## config.mk

```make
export PLATFORM = sky130hd
export DESIGN_NAME = dds_quarter_sine
export DESIGN_NICKNAME = d
export VERILOG_FILES = /design/src/rtl/dds_pkg.sv /design/src/rtl/dds_phase_acc.sv /design/src/rtl/dds_quarter_rom.sv /design/src/rtl/dds_wave_stage.sv /design/src/rtl/dds_quarter_sine.sv
export SDC_FILE = /design/constraint.sdc
export NUM_CORES = 1
export LEC_CHECK = 0
export ABC_AREA = 0
export CAP_MARGIN = 20
export CORE_ASPECT_RATIO = 0.6
export CORE_MARGIN = 3
export CORE_UTILIZATION = 51
export CTS_CLUSTER_SIZE = 24
export DETAILED_ROUTE_END_ITERATION = 6
export DONT_BUFFER_PORTS = 1
export MAX_ROUTING_LAYER = met4
export PLACE_DENSITY = 0.71
export SYNTH_ARGS = -nofsm -noshare
export SYNTH_HDL_FRONTEND = slang
export SYNTH_SLANG_ARGS = --single-unit
```

## constraint.sdc

```tcl
create_clock -name clk -period 12.72 [get_ports clk]
set_input_delay 3.18 -clock clk [delete_from_list [all_inputs] [get_ports clk]]
set_output_delay 3.18 -clock clk [all_outputs]
set_load 0.03 [all_outputs]
```

## src/rtl/dds_pkg.sv

```systemverilog
`timescale 1ns/1ps
package dds_pkg;

    // pi scaled by 2^30, rounded
    localparam longint PI_Q30   = 64'sd3373259426;
    localparam longint HALF_Q30 = 64'sd536870912;

    // Amplitude of quarter-table entry idx out of depth, scaled to peak.
    // Integer Taylor series in Q30, evaluated at the centre of the step.
    function automatic longint quarter_amp(input longint idx, input longint depth,
                                           input longint peak);
        longint x;
        longint x2;
        longint term;
        longint acc;
        longint amp;
        x    = ((64'sd2 * idx + 64'sd1) * PI_Q30) / (64'sd4 * depth);
        x2   = (x * x) >>> 30;
        term = x;
        acc  = x;
        for (int k = 1; k <= 7; k++) begin
            term = -((term * x2) >>> 30) / longint'((2 * k) * (2 * k + 1));
            acc  = acc + term;
        end
        amp = (acc * peak + HALF_Q30) >>> 30;
        if (amp > peak) amp = peak;
        if (amp < 64'sd0) amp = 64'sd0;
        return amp;
    endfunction

endpackage

```

## src/rtl/dds_phase_acc.sv

```systemverilog
`timescale 1ns/1ps
module dds_phase_acc #(
    parameter int ACC_W = 17
) (
    input  logic             clk,
    input  logic             rst,
    input  logic             tune_we,
    input  logic [ACC_W-1:0] tune_word,
    output logic [ACC_W-1:0] acc_q
);

    typedef struct packed {
        logic [ACC_W-1:0] step;
        logic [ACC_W-1:0] phase;
    } acc_state_t;

    acc_state_t st_d, st_q;

    always_comb begin
        st_d       = st_q;
        st_d.phase = st_q.phase + st_q.step;
        if (tune_we) st_d.step = tune_word;
    end

    always_ff @(posedge clk) begin
        if (rst) st_q <= '0;
        else     st_q <= st_d;
    end

    assign acc_q = st_q.phase;


    step_hold_chk: assert property (@(posedge clk) disable iff (rst)
        !tune_we |=> $stable(st_q.step));


    zero_step_hold_chk: assert property (@(posedge clk) disable iff (rst)
        (st_q.step == '0) |=> $stable(st_q.phase));

endmodule

```

## src/rtl/dds_quarter_rom.sv

```systemverilog
`timescale 1ns/1ps
module dds_quarter_rom #(
    parameter int ADDR_W = 8,
    parameter int DATA_W = 11
) (
    input  logic [ADDR_W-1:0] addr,
    output logic [DATA_W-1:0] data
);

    localparam int     DEPTH = 1 << ADDR_W;
    localparam longint PEAK  = (64'sd1 <<< DATA_W) - 64'sd1;

    logic [DATA_W-1:0] tbl [DEPTH];

    for (genvar i = 0; i < DEPTH; i++) begin : g_ent
        localparam longint VAL = dds_pkg::quarter_amp(longint'(i), longint'(DEPTH), PEAK);
        assign tbl[i] = DATA_W'(VAL);
    end

    assign data = tbl[addr];

endmodule

```

## src/rtl/dds_wave_stage.sv

```systemverilog
`timescale 1ns/1ps
module dds_wave_stage #(
    parameter int PHASE_W = 10,
    parameter int AMP_W   = 12,
    localparam int QA_W   = PHASE_W - 2
) (
    input  logic               clk,
    input  logic               rst,
    input  logic [PHASE_W-1:0] phase,
    output logic [QA_W-1:0]    rom_addr,
    input  logic [AMP_W-2:0]   rom_data,
    output logic [AMP_W-1:0]   sample
);

    localparam logic [AMP_W-1:0] MID = AMP_W'(1) << (AMP_W - 1);

    typedef struct packed {
        logic             neg_half;
        logic [AMP_W-2:0] mag;
        logic [AMP_W-1:0] out;
    } wave_state_t;

    wave_state_t st_d, st_q;

    always_comb begin
        // mirror the quarter address in the 2nd and 4th quarters
        rom_addr = phase[PHASE_W-2] ? ~phase[QA_W-1:0] : phase[QA_W-1:0];
        st_d          = st_q;
        st_d.neg_half = phase[PHASE_W-1];
        st_d.mag      = rom_data;
        // XOR bank: complement the whole offset-binary word in the lower half
        st_d.out      = {1'b1, st_q.mag} ^ {AMP_W{st_q.neg_half}};
    end

    always_ff @(posedge clk) begin
        if (rst) begin
            st_q.neg_half <= 1'b0;
            st_q.mag      <= '0;
            st_q.out      <= MID;
        end else begin
            st_q <= st_d;
        end
    end

    assign sample = st_q.out;


    half_sign_chk: assert property (@(posedge clk) disable iff (rst)
        1'b1 |=> (st_q.out[AMP_W-1] == !$past(st_q.neg_half)));

endmodule

```

## src/rtl/dds_quarter_sine.sv

```systemverilog
`timescale 1ns/1ps
module dds_quarter_sine #(
    parameter int ACC_W   = 17,
    parameter int PHASE_W = 10,
    parameter int AMP_W   = 12
) (
    input  logic             clk,
    input  logic             rst,
    input  logic             tune_we,
    input  logic [ACC_W-1:0] tune_word,
    input  logic [ACC_W-1:0] phase_ofs,
    output logic [AMP_W-1:0] sample
);

    localparam int QA_W = PHASE_W - 2;
    localparam int DROP = ACC_W - PHASE_W;
    localparam logic [AMP_W-1:0] MID = AMP_W'(1) << (AMP_W - 1);

    logic [ACC_W-1:0]   acc_q;
    logic [ACC_W-1:0]   ph_sum;
    logic [PHASE_W-1:0] phase;
    logic [QA_W-1:0]    rom_addr;
    logic [AMP_W-2:0]   rom_data;

    dds_phase_acc #(.ACC_W(ACC_W)) u_acc (
        .clk       (clk),
        .rst       (rst),
        .tune_we   (tune_we),
        .tune_word (tune_word),
        .acc_q     (acc_q)
    );

    assign ph_sum = acc_q + phase_ofs;
    assign phase  = PHASE_W'(ph_sum >> DROP);

    dds_quarter_rom #(.ADDR_W(QA_W), .DATA_W(AMP_W - 1)) u_rom (
        .addr (rom_addr),
        .data (rom_data)
    );

    dds_wave_stage #(.PHASE_W(PHASE_W), .AMP_W(AMP_W)) u_wave (
        .clk      (clk),
        .rst      (rst),
        .phase    (phase),
        .rom_addr (rom_addr),
        .rom_data (rom_data),
        .sample   (sample)
    );


    reset_state_chk: assert property (@(posedge clk)
        rst |=> (sample == MID) && (acc_q == '0));

endmodule

```

After elaboration in Yosys (flattened, before gate mapping) --
Memory sizes are Yosys's and may differ from the RTL's. A register that Yosys moved wholly into a read port is not among the register bits. Index checks and enable logic that the tools add are counted.
Storage, ports and cells: flip-flop bits (word level) 47, bits of input ports 37, memory bits (read-only) 2816, memories kept 1
Operators by class: $add $sub $neg 2, bitwise operators 3, muxes and demuxes 1
Memory list:
- (name not given) | depth 256, bits a word 11, rd ports 1, clocked after Yosys merged registers in 1, wr ports 0, line dds_quarter_rom.sv:20 | assign data = tbl[addr];
Operator list (number):
- adder 17 bit | 2
- XOR 12 bit | 1
- inverter 8 -> 9 bit | 1
- two-way mux 8 bit | 1
- inverter 8 bit | 1

Longest topological paths before layout --
Gate-level depths: netlist of run 1.
word-level depth 4, mapped depth 19

Hierarchy --
From an unflattened synthesis of run 1, not the netlist that was laid out.
Second synthesis, totals: cells, all modules 892, area total of the unflattened synthesis 6505.0 um^2
Modules (own cells, without submodules):
- dds_quarter_rom | cells each 496, sequential area each 0.0 um^2, instances 1, area an instance 2946.6 um^2
- dds_phase_acc | cells each 217, sequential area each 680.7 um^2, instances 1, area an instance 1949.4 um^2
- dds_wave_stage | cells each 83, sequential area each 480.5 um^2, instances 1, area an instance 888.4 um^2
- dds_quarter_sine | cells each 96, sequential area each 0.0 um^2, instances 1, area an instance 720.7 um^2

Least setup slack after synthesis of run 1 --
Ideal clock, no wire load.
path type input-to-reg, from input port phase_ofs[4], to register u_wave.st_q[17] (netlist name), data required time 12.568 ns, arrival 6.677 ns, stages on the path 14, path slack 5.891 ns, buffers on the path 1, cell sequence ha_1 and3_4 or3_4 o21ai_2 xnor2_1 xnor3_1 ha_1 clkbuf_1 nor2_1 nor2b_1 a2bb2oi_1 mux4_2 a2111oi_2 a311oi_1
Between the ends: cells in the longest elaborated chain, start to end 4
Ends and longest elaborated chain:
- start: declaration | line dds_quarter_sine.sv:11 | input logic [ACC_W-1:0] phase_ofs,
- adder 17 bit (*) | line dds_quarter_sine.sv:33 | assign ph_sum = acc_q + phase_ofs;
- inverter 8 bit | line dds_wave_stage.sv:27 | rom_addr = phase[PHASE_W-2] ? ~phase[QA_W-1:0] : phase[QA_W-1:0];
- two-way mux 8 bit (*) | line dds_wave_stage.sv:27
- inverter 8 -> 9 bit (not written as such) (*) | line dds_quarter_rom.sv:20
Mark *: on every way between the ends. The rest lies on a longest branch, timed or not. A chain may end at the register's enable or synchronous reset.

Worst setup path in the final report of run 1 --
from input port phase_ofs[2], to register u_wave.st_q[17] (netlist name)
Between the ends: cells in the longest elaborated chain, start to end 4
Ends and longest elaborated chain (line):
- adder 17 bit (*) | dds_quarter_sine.sv:33
- inverter 8 bit | dds_wave_stage.sv:27
- two-way mux 8 bit (*) | dds_wave_stage.sv:27
- inverter 8 -> 9 bit (not written as such) (*) | dds_quarter_rom.sv:20
Marks and branches as above.

==> flow_summary.yaml, run 1 <==
status:
  status: "finished, final reports clean"
clock_network:
  numCtsBuffers: 9
  clkTransAtPathRegs_ns: 0.06
  htreeDepth: 3
  cts_setup_buffers: 0
  cts-root-buf: "clkbuf_16"
  clock_sink_count: 58
  cts_hold_buf: 0
  cts_resized: 0
  clkLatencyLatePin_ns: 0.33
  cts_tree: "yes"
  clk_path_buf_depth: 2
yosys:
  syn_inst: 886
  ys_ff_latch: 58
  synth_compound_area_frac: 0.329
  synth_top_area_share: 0.175
  synth_edf_count: 0
  async_flop_share: 0
  synth_top_family_by_area: "compound AO/OA/AOI/OAI gates"
  synth_top_area_cell: "dfxtp_1"
  syn_area_per_cell_um2: 7.48
  synth.area.mux_share: 0.0561
  synthAdderAreaFrac: 0.0861
  synth_area_leaders: "dfxtp_1 18%, ha_1 8.3%, nor2_1 5.9%, a21oi_1 4.9%, mux2i_1 4.1%"
  synth-main-ff-cell: "dfxtp_1"
  synth.yosys.seq_area_share: 0.175
  syn_area_mm2: 0.00663
  yosys.cell_types.count: 80
  synth-xor-area-share: 0.0839
  yosysWarnings: 0
  synthSimpleGateAreaFrac: 0.195
  syn-num-nets: 968
timing:
  max_freq_ghz: 0.131
  clock_skew_ns: 0.00947
  hold_slack_ns: 0.490
  slew_viol_final: 0
  setup_viol: 0
  fin_setup_tns_ns: 0
  hold_viol: 0
  worst_pin_slew_ns: 1.15
  rsz0062_at_grt: "no"
  fin_crit_sh: 0.600
  relSlewSlack: 0.231
  fin_crit_ns: 7.63
global_routing:
  grt_pass1_vias: 6321
  grt_overflow: 0
  grt_max_degree: 66
  grt_pass1_wl_mm: 38.1
  antenna_found_initial: 1
  grt_usage: 0.347
worst_setup_path:
  critPathLaunchType: "input pin"
  r2r-end: "u_wave.st_q[17]"
  critPathRequiredTime_ns: 12.97
  r2r_start: "u_acc.acc_q[1]"
  crit_fanout: 11
  ff2ff_path_depth: 15
  worstPathArrival_ns: 7.88
  crit_type: "in2reg"
  reg2reg_slack_ns: 7.57
  cp-end-kind: "flip-flop"
layout:
  layoutNonFillerInstCount: 1000
  area_growth_pct: 4.36
  drive_above_1_share: 0.0863
  finalNetCount: 911
min_path:
  hold_end: "u_wave.sample[6]"
  worst_hold_startpoint: "u_wave.st_q[18]"
  holdPathStages: 2
  min_path_type: "reg2reg"
floorplan:
  dieArea_mm2: 0.0144
  num_rows: 31
  core_region_area_mm2: 0.0124
  ios: 49
  die_w_um: 153
  die_h_um: 94.3
  initial_core_util: 0.535
detailed_routing:
  drc_errors: 0
  wl_per_cell_um: 24.9
  routed_wl_mm: 24.9
  drtPass1Iterations: 6
  antenna_left: 0
  highest_layer: "met4"
  wl_met2_mm: 9.10
  met1_length_mm: 11.3
  drtIter0Drc: 955
  dr_wl_met3_mm: 3.91
  post_drt_via_cell_ratio: 7.16
  vias: 7161
placement:
  gp_congestion: 1.11
  io_buffers: 0
  dp_cells: 981
  dp_hpwl_mm: 17.9
run:
  cap_violations: 0
==> routing by layer <==
| layer | GRT usage | vias to the layer above |
|---|---|---|
| met4 | 0.0645 | 0 |
| met1 | 0.512 | 3336 |
| met5 | - | - |
| met3 | 0.137 | 80 |
| li1 | - | 3196 |
| met2 | 0.434 | 549 |
==> worst max-delay path: stages <==
cell,delay (ns)
ha_1,0.27
nand4_1,0.20
a21oi_1,0.37
o21ai_2,0.20
xnor2_1,0.65
xnor3_1,0.54
inv_2,0.22
ha_1,0.49
inv_1,0.34
o211ai_1,0.31
a21o_1,0.28
a21oi_1,0.10
nor4_1,0.38
a2111oi_2,0.06
a311oi_1,0.28
==> cells in the final DEF (no fill, tap or decap), types with 9 or more instances in the layout <==
| cell | Yosys | layout |
|---|---|---|
| a211oi_1 | 11 | 11 |
| a21o_1 | 14 | 14 |
| a21oi_1 | 65 | 65 |
| a221oi_1 | 16 | 16 |
| a311oi_1 | 10 | 10 |
| a31oi_1 | 19 | 19 |
| and2_1 | 9 | 9 |
| buf_4 | 15 | 12 |
| clkbuf_16 | 0 | 9 |
| dfxtp_1 | 58 | 58 |
| ha_1 | 44 | 44 |
| inv_1 | 21 | 21 |
| mux2i_1 | 27 | 27 |
| nand2_1 | 70 | 70 |
| nand3_1 | 25 | 25 |
| nor2_1 | 104 | 104 |
| nor3_1 | 27 | 27 |
| o211ai_1 | 13 | 13 |
| o21ai_0 | 52 | 52 |
| o221ai_1 | 12 | 12 |
| o31ai_1 | 11 | 11 |
| xnor2_1 | 29 | 27 |
| xor2_1 | 11 | 10 |
==> cells in the mapped netlist, drive strengths merged, types with 3 or more instances <==
cell,instances
o211a,4
o21ai,62
o22ai,6
a221oi,16
and2,10
a21oi,67
a21boi,4
o32a,3
nand2,71
inv,24
xor2,13
a21o,14
a311oi,10
o2111ai,5
nor4,4
xnor2,32
nor3,29
nand2b,6
buf,51
nand4,4
nor2,107
mux2i,27
o31ai,12
mux2,5
o21a,6
or3,9
nand3,25
dfxtp,58
o311ai,7
a311o,3
a32oi,3
o211ai,13
a22oi,3
a31oi,19
clkbuf,30
o221ai,12
and3,5
a2111oi,7
a211o,5
a211oi,11
nor2b,6
a31o,4
xnor3,5
ha,44
==> final cells by class <==
cell class,count,area [um^2]
multi-input combinational,723,5010
tap,165,206
sequential,58,1160
clock inverter,7,125
inverter,24,90.1
antenna,1,2.50
clock buffer,9,225
fill,1169,5460
timing repair buffer,13,95.1
==> state kept, by name, summed over array words and instances (netlist names) <==
| register | cells |
|---|---|
| u_acc.st_q | 17 |
| u_acc.acc_q | 17 |
| u_wave.st_q | 12 |
| u_wave.sample | 12 |
==> logic make-up (layout without fill, tap and decap cells) <==
family / after synthesis / count (layout)
mux: 34 / 34
compound gates: 313 / 313
buf+inv: 105 / 53
simple gates: 281 / 281
fa+ha+maj: 45 / 45
xor+xnor: 50 / 50
other cells: 0 / 1
flops: 58 / 58
==> per-stage QoR <==
step / worst slack [ns] / util / area [um^2]
6_report: 5.09 / 0.559 / 6910
5_1_grt: 4.78 / 0.559 / 6910
4_1_cts: 5.09 / 0.558 / 6900
3_5_place_dp: 4.74 / 0.529 / 6550
3_3_place_gp: 4.77 / 0.529 / 6550
2_1_floorplan: 5.89 / - / 6630
==> how the worst max path moves through the flow <==
stage,from,endpoint,slack [ns],cells after the start
CTS,phase_ofs[9],u_wave.st_q[15],5.09,12
detailed placement,phase_ofs[9],u_wave.st_q[15],4.74,12
floorplan,phase_ofs[4],u_wave.st_q[17],5.89,14
global placement,phase_ofs[9],u_wave.st_q[15],4.77,12
global route,phase_ofs[2],u_wave.st_q[12],4.78,15
finish,phase_ofs[2],u_wave.st_q[17],5.09,15
Power of run 1 is left out: the tool's default activity adds up to more than one toggle a clock period on the data nets, which glitch-free logic cannot reach.
==> inputs of run 2 (changes only) <==
--- a/config.mk
+++ b/config.mk
@@ -5,7 +5,7 @@
 export SDC_FILE = /design/constraint.sdc
 export NUM_CORES = 1
 export LEC_CHECK = 0
-export ABC_AREA = 0
+export ABC_AREA = 1
 export CAP_MARGIN = 20
 export CORE_ASPECT_RATIO = 0.6
 export CORE_MARGIN = 3
@@ -14,7 +14,7 @@
 export DETAILED_ROUTE_END_ITERATION = 6
 export DONT_BUFFER_PORTS = 1
 export MAX_ROUTING_LAYER = met4
-export PLACE_DENSITY = 0.71
+export PLACE_DENSITY = 0.74
 export SYNTH_ARGS = -nofsm -noshare
 export SYNTH_HDL_FRONTEND = slang
 export SYNTH_SLANG_ARGS = --single-unit
==> constraint.sdc (replaced) <==
create_clock -name clk -period 6.9 [get_ports clk]
set_input_delay 1.725 -clock clk [delete_from_list [all_inputs] [get_ports clk]]
set_output_delay 1.725 -clock clk [all_outputs]
set_load 0.03 [all_outputs]
==> run 2 against run 1 <==
  * Sequential cell count is the same
  * Die area shrank 4.5%
  * Clock-buffer cell count is the same
  * Cell count grew 22%
  * Wire length shrank 9.6%
  * Critical endpoint is now u_wave.st_q[14]
  * Critical path depth grew 3
  * The flow now finishes with violations (design-rule violations)
  * Area after synthesis shrank 4.7%
  * Synthesized cell count grew 22%
  * Worst hold slack lost 0.0089 ns
  * Via count grew 1.4%
==> flow_summary.yaml, run 2 <==
yosys:
  ys_ff_latch: 58
  syn_area_per_cell_um2: 5.82
  synth_common_cells: "360 x nand2_1, 127 x nor2_1, 115 x nand3_1"
  yosys.cell_types.count: 43
  syn-num-nets: 1167
  syn_inst: 1085
  synth.yosys.seq_area_share: 0.184
  yosysWarnings: 0
  synth-main-ff-cell: "dfxtp_1"
  async_flop_share: 0
  synth_edf_count: 0
  syn_area_mm2: 0.00631
  yosysMostFrequentCell: "nand2_1"
  synth_area_leaders: "nand2_1 21%, dfxtp_1 18%, nand3_1 9.1%, ha_1 8.7%, nor2_1 7.6%"
  synth_top_area_cell: "nand2_1"
  synth_top_area_share: 0.214
worst_setup_path:
  crit_type: "in2reg"
  crit_fanout: 39
  critPathCapture: "u_wave.st_q[14]"
  path_cells: "ha_1, nor2_1, inv_1, nand3_1, nand2_1, nand2_1, nand3_1, nand2_4, nand2_2, nand2_2, inv_2, nor2_4, nand2_1, nand3_1, o21ai_0, nor2_1, nor2_1, nor2_1"
  reg2reg_slack_ns: 2.68
  cp-end-kind: "flip-flop"
  critPathRequiredTime_ns: 7.16
  path_delay_family: "simple AND/OR/NAND/NOR gates"
  cp.buffers_inverters: 2
  cp.depth: 18
  critPathSlowestCell: "nand2_2"
  cpMostUsedCell: "nor2_1"
  worstPathArrival_ns: 5.51
  critPathLaunchType: "input pin"
  slowest_delay_ns: 0.69
  r2r_start: "u_acc.acc_q[6]"
  critPathLaunch: "phase_ofs[2]"
  r2r-end: "u_wave.st_q[14]"
  ff2ff_path_depth: 19
clock_network:
  clkTransAtPathRegs_ns: 0.06
  clkLatencyLatePin_ns: 0.33
  cts_resized: 0
  cts_setup_buffers: 0
  htreeDepth: 3
  cts_hold_buf: 0
  cts-root-buf: "clkbuf_16"
  cts_tree: "yes"
  clock_sink_count: 58
  clk_path_buf_depth: 2
  numCtsBuffers: 9
timing:
  clock_skew_ns: 0.00901
  layout_setup_ws_ns: 1.65
  hold_viol: 0
  fin_crit_ns: 5.25
  worst_pin_slew_ns: 1.08
  max_freq_ghz: 0.190
  slew_viol_final: 0
  setup_viol: 0
  fin_crit_sh: 0.761
  fin_setup_tns_ns: 0
  relSlewSlack: 0.275
  rsz0062_at_grt: "no"
status:
  status: "finished, violations left"
  violations: "design-rule violations"
layout:
  area_growth_pct: 2.89
  finalNetCount: 1132
  layoutNonFillerInstCount: 1215
  antenna_cells: 0
  layout_common_cells: "360 x nand2_1, 127 x nor2_1, 115 x nand3_1"
  drive_above_1_share: 0.0692
  fin_area_mm2: 0.00650
  final_common_cell: "nand2_1"
global_routing:
  grt_max_degree: 40
  grt_overflow: 0
  antenna_found_initial: 0
  grt_usage: 0.329
  grt_pass1_wl_mm: 34.6
  grt_pass1_vias: 6290
detailed_routing:
  routed_wl_mm: 22.5
  drtPass1Iterations: 7
  drtIter0Drc: 1505
  antenna_left: 0
  wl_per_cell_um: 18.5
  drc_errors: 28
  vias: 7262
  post_drt_via_cell_ratio: 5.98
placement:
  dp_slack_ns: 1.52
  gp_congestion: 1.17
  placed_area_mm2: 0.00617
  dp_hpwl_mm: 16.6
  io_buffers: 0
  dp_cells: 1199
floorplan:
  die_h_um: 92.2
  initial_core_util: 0.541
  dieArea_mm2: 0.0138
  die_w_um: 150
  core_region_area_mm2: 0.0117
  num_rows: 30
  ios: 49
power:
  p_per_area_mw_per_mm2: 534
  leakage_nw: 3.43
  ir_drop_uv: 223
run:
  cap_violations: 0
min_path:
  min_path_type: "reg2reg"
## run 2: cell types whose count changed after synthesis, moves of 23 or more
cell and change:
nand2_1 +290, nand3_1 +90, inv_1 +63, mux2i_1 -27
nand2_2 +26, clkbuf_1 -23, nor2_1 +23
## run 2: cell families (layout without fill, tap and decap cells)
logic type      count (synthesis)  in the layout  share of synthesized area
compound gates                150            150                      0.129
xor+xnor                       16             16                     0.0222
fa+ha+maj                      45             45                     0.0904
buf+inv                       145            115                      0.115
flops                          58             58                      0.184
simple gates                  671            671                      0.460
## run 2: how the worst min path moves through the flow
stage / from / to / cells after the start
2_1_floorplan: u_wave.st_q[12] / u_wave.sample[0] / 2
3_3_place_gp: u_wave.st_q[17] / u_wave.sample[5] / 2
3_5_place_dp: u_wave.st_q[19] / u_wave.sample[7] / 2
4_1_cts: u_wave.st_q[19] / u_wave.sample[7] / 2
5_1_grt: u_wave.st_q[19] / u_wave.sample[7] / 2
6_report: u_wave.st_q[19] / u_wave.sample[7] / 2
## run 2: report_power, final
part | internal [mW] | switching (mW) | leakage (nW)
registers | 0.411 | 0.0884 | 0.482
clock network | 0.318 | 0.174 | 0.152
logic | 0.670 | 1.80 | 2.80
total | 1.40 | 2.07 | 3.43
## run 2: metal layers
layer / up-vias / wire length, um / global-route usage / part of all wire
met5: - / 0 / - / 0
met4: 0 / 325 / 0.0685 / 0.014
met3: 45 / 4270 / 0.178 / 0.19
met2: 560 / 7720 / 0.372 / 0.34
met1: 3226 / 10200 / 0.487 / 0.45
li1: 3431 / - / - / -
## run 2: metrics by stage
stage          total power, mW  utilization  hold slack, ns
6_report                  3.47        0.556           0.481
4_1_cts                   3.29        0.556           0.485
3_3_place_gp              2.80        0.529           0.459
3_5_place_dp              2.78        0.529           0.472
2_1_floorplan             2.30            -           0.454
5_1_grt                   3.67        0.556           0.522
## run 2: layout make-up
class,count,area [um^2]
clock inverters,7,101
fillers,1137,5180
repair buffers,3,22.5
well taps,160,200
flip-flops and latches,58,1160
multi-input cells,882,4430
inverters,96,360
clock buffers,9,225
## run 2: tightest hold or removal path, cell delays in order (launching register included)
cell and delay [ns]:
dfxtp_1 0.32, xnor2_1 0.06, nor2_1 0.07
No activity file was read; power rests on OpenSTA's default activity.
==> inputs of run 3 (changes only) <==
--- a/config.mk
+++ b/config.mk
@@ -5,7 +5,7 @@
 export SDC_FILE = /design/constraint.sdc
 export NUM_CORES = 1
 export LEC_CHECK = 0
-export ABC_AREA = 1
+export ABC_AREA = 0
 export CAP_MARGIN = 20
 export CORE_ASPECT_RATIO = 0.6
 export CORE_MARGIN = 3
==> constraint.sdc (replaced) <==
create_clock -name clk -period 4.2 [get_ports clk]
set_input_delay 1.05 -clock clk [delete_from_list [all_inputs] [get_ports clk]]
set_output_delay 1.05 -clock clk [all_outputs]
set_load 0.03 [all_outputs]
==> run 3 against run 2 <==
  * First-iteration DRC count fell by 8.9%
  * Critical path depth fell by 3
  * Largest cell class unchanged
  * The run ends with design-rule violations, negative setup slack left
  * Non-clock buffer count rose by 270
==> flow_summary.yaml, run 3 (synthesized netlist as in run 1, its figures left out) <==
status:
  status: "finished, violations left"
  violations: "design-rule violations, negative setup slack"
detailed_routing:
  drtPass1Iterations: 7
  drc_errors: 29
  vias: 8896
  antenna_left: 0
  drtIter0Drc: 1371
  wl_per_cell_um: 25.3
  routed_wl_mm: 31.9
  post_drt_via_cell_ratio: 7.07
clock_network:
  htreeDepth: 3
  clock_sink_count: 58
  cts_tree: "yes"
  cts_hold_buf: 0
  cts-root-buf: "clkbuf_16"
  numCtsBuffers: 9
  clk_path_buf_depth: 2
  clkLatencyLatePin_ns: 0.34
  clkTransAtPathRegs_ns: 0.06
worst_setup_path:
  worstPathArrival_ns: 4.50
  crit_fanout: 9
  ff2ff_path_depth: 15
  r2r_start: "u_acc.acc_q[4]"
  r2r-end: "u_wave.st_q[18]"
  critPathRequiredTime_ns: 4.43
  critPathLaunchType: "input pin"
  cp-end-kind: "flip-flop"
  reg2reg_slack_ns: 0.23
  crit_type: "in2reg"
layout:
  fill_cells: 801
  area_growth_pct: 45.4
  drive_above_1_share: 0.370
  antenna_cells: 0
  finalNetCount: 1171
  fin_area_mm2: 0.00963
  final_common_cell: "buf_4"
  layout_common_cells: "253 x buf_4, 96 x nor2_1, 66 x nand2_1"
timing:
  worst_pin_slew_ns: 0.589
  slew_viol_final: 0
  fin_crit_ns: 4.28
  hold_viol: 0
  layout_setup_ws_ns: -0.0764
  relSlewSlack: 0.597
  fin_crit_sh: 1.02
  setup_viol: 4
  max_freq_ghz: 0.234
  hold_slack_ns: 0.476
  fin_setup_tns_ns: -0.139
  clock_skew_ns: 0.0104
  rsz0062_at_grt: "yes"
floorplan:
  die_h_um: 94.3
  die_w_um: 153
  initial_core_util: 0.535
  ios: 49
  core_region_area_mm2: 0.0124
  dieArea_mm2: 0.0144
  num_rows: 31
global_routing:
  antenna_found_initial: 0
  grt_pass1_vias: 8173
  grt_pass1_wl_mm: 47.0
  grt_overflow: 0
  grt_usage: 0.428
  grt_max_degree: 63
placement:
  placed_area_mm2: 0.00857
  dp_slack_ns: -0.591
  gp_congestion: 1.19
  io_buffers: 0
  dp_hpwl_mm: 22.8
min_path:
  holdPathStages: 2
  hold_end: "u_wave.sample[6]"
  worst_hold_startpoint: "u_wave.st_q[18]"
  min_path_type: "reg2reg"
run:
  cap_violations: 0
[run 3: worst max-delay path by stage]
| stage | to | startpoint | slack, ns | cells past startpoint |
|---|---|---|---|---|
| global route | u_wave.st_q[18] | phase_ofs[5] | -0.07 | 15 |
| floorplan | u_wave.st_q[17] | phase_ofs[5] | -0.21 | 14 |
| finish | u_wave.st_q[18] | phase_ofs[5] | -0.08 | 15 |
| detailed placement | u_wave.st_q[15] | phase_ofs[2] | -0.59 | 16 |
| CTS | u_wave.st_q[17] | phase_ofs[5] | -0.01 | 15 |
| global placement | u_wave.st_q[15] | phase_ofs[2] | -0.65 | 16 |
[run 3: layout make-up]
| type | instances | area (um^2) | area share |
|---|---|---|---|
| repair buffers | 273 | 2240 | 0.233 |
| well taps | 165 | 206 | 0.0214 |
| inverters | 24 | 92.6 | 0.00961 |
| clock buffers | 9 | 225 | 0.0234 |
| clock inverters | 7 | 125 | 0.0130 |
| flip-flops and latches | 58 | 1160 | 0.121 |
| multi-input cells | 723 | 5580 | 0.579 |
[run 3: layer usage]
layer / GRT usage / wire length, um / up-vias
li1: - / - / 3712
met5: - / 0 / -
met3: 0.180 / 5340 / 238
met4: 0.133 / 1580 / 0
met1: 0.562 / 12500 / 4060
met2: 0.596 / 12500 / 886
[run 3: critical path: stages]
cell     delay (ns)
ha_4           0.22
and3_4         0.18
or3_4          0.41
o211a_4        0.28
buf_4          0.16
nor3_2         0.24
nor2_2         0.15
buf_4          0.16
xnor2_1        0.24
xor2_1         0.12
buf_4          0.19
buf_4          0.18
nor2_1         0.35
a31oi_1        0.26
a31o_2         0.32
[run 3: what timing repair did]
action                                  4_1_cts  5_1_grt
pin swaps                                    22       22
setup buffers                                18        9
resized for setup                            44       48
gates cloned                                  0        1
endpoints found under the setup margin        9       10
[run 3: stage by stage]
step                      utilization  instances
after global routing            0.778       1259
after global placement          0.693       1215
after detailed placement        0.693       1215
after CTS                       0.751       1249
after floorplan                     -        886
final                           0.778       1259
Power of run 3 is left out for the same reason.
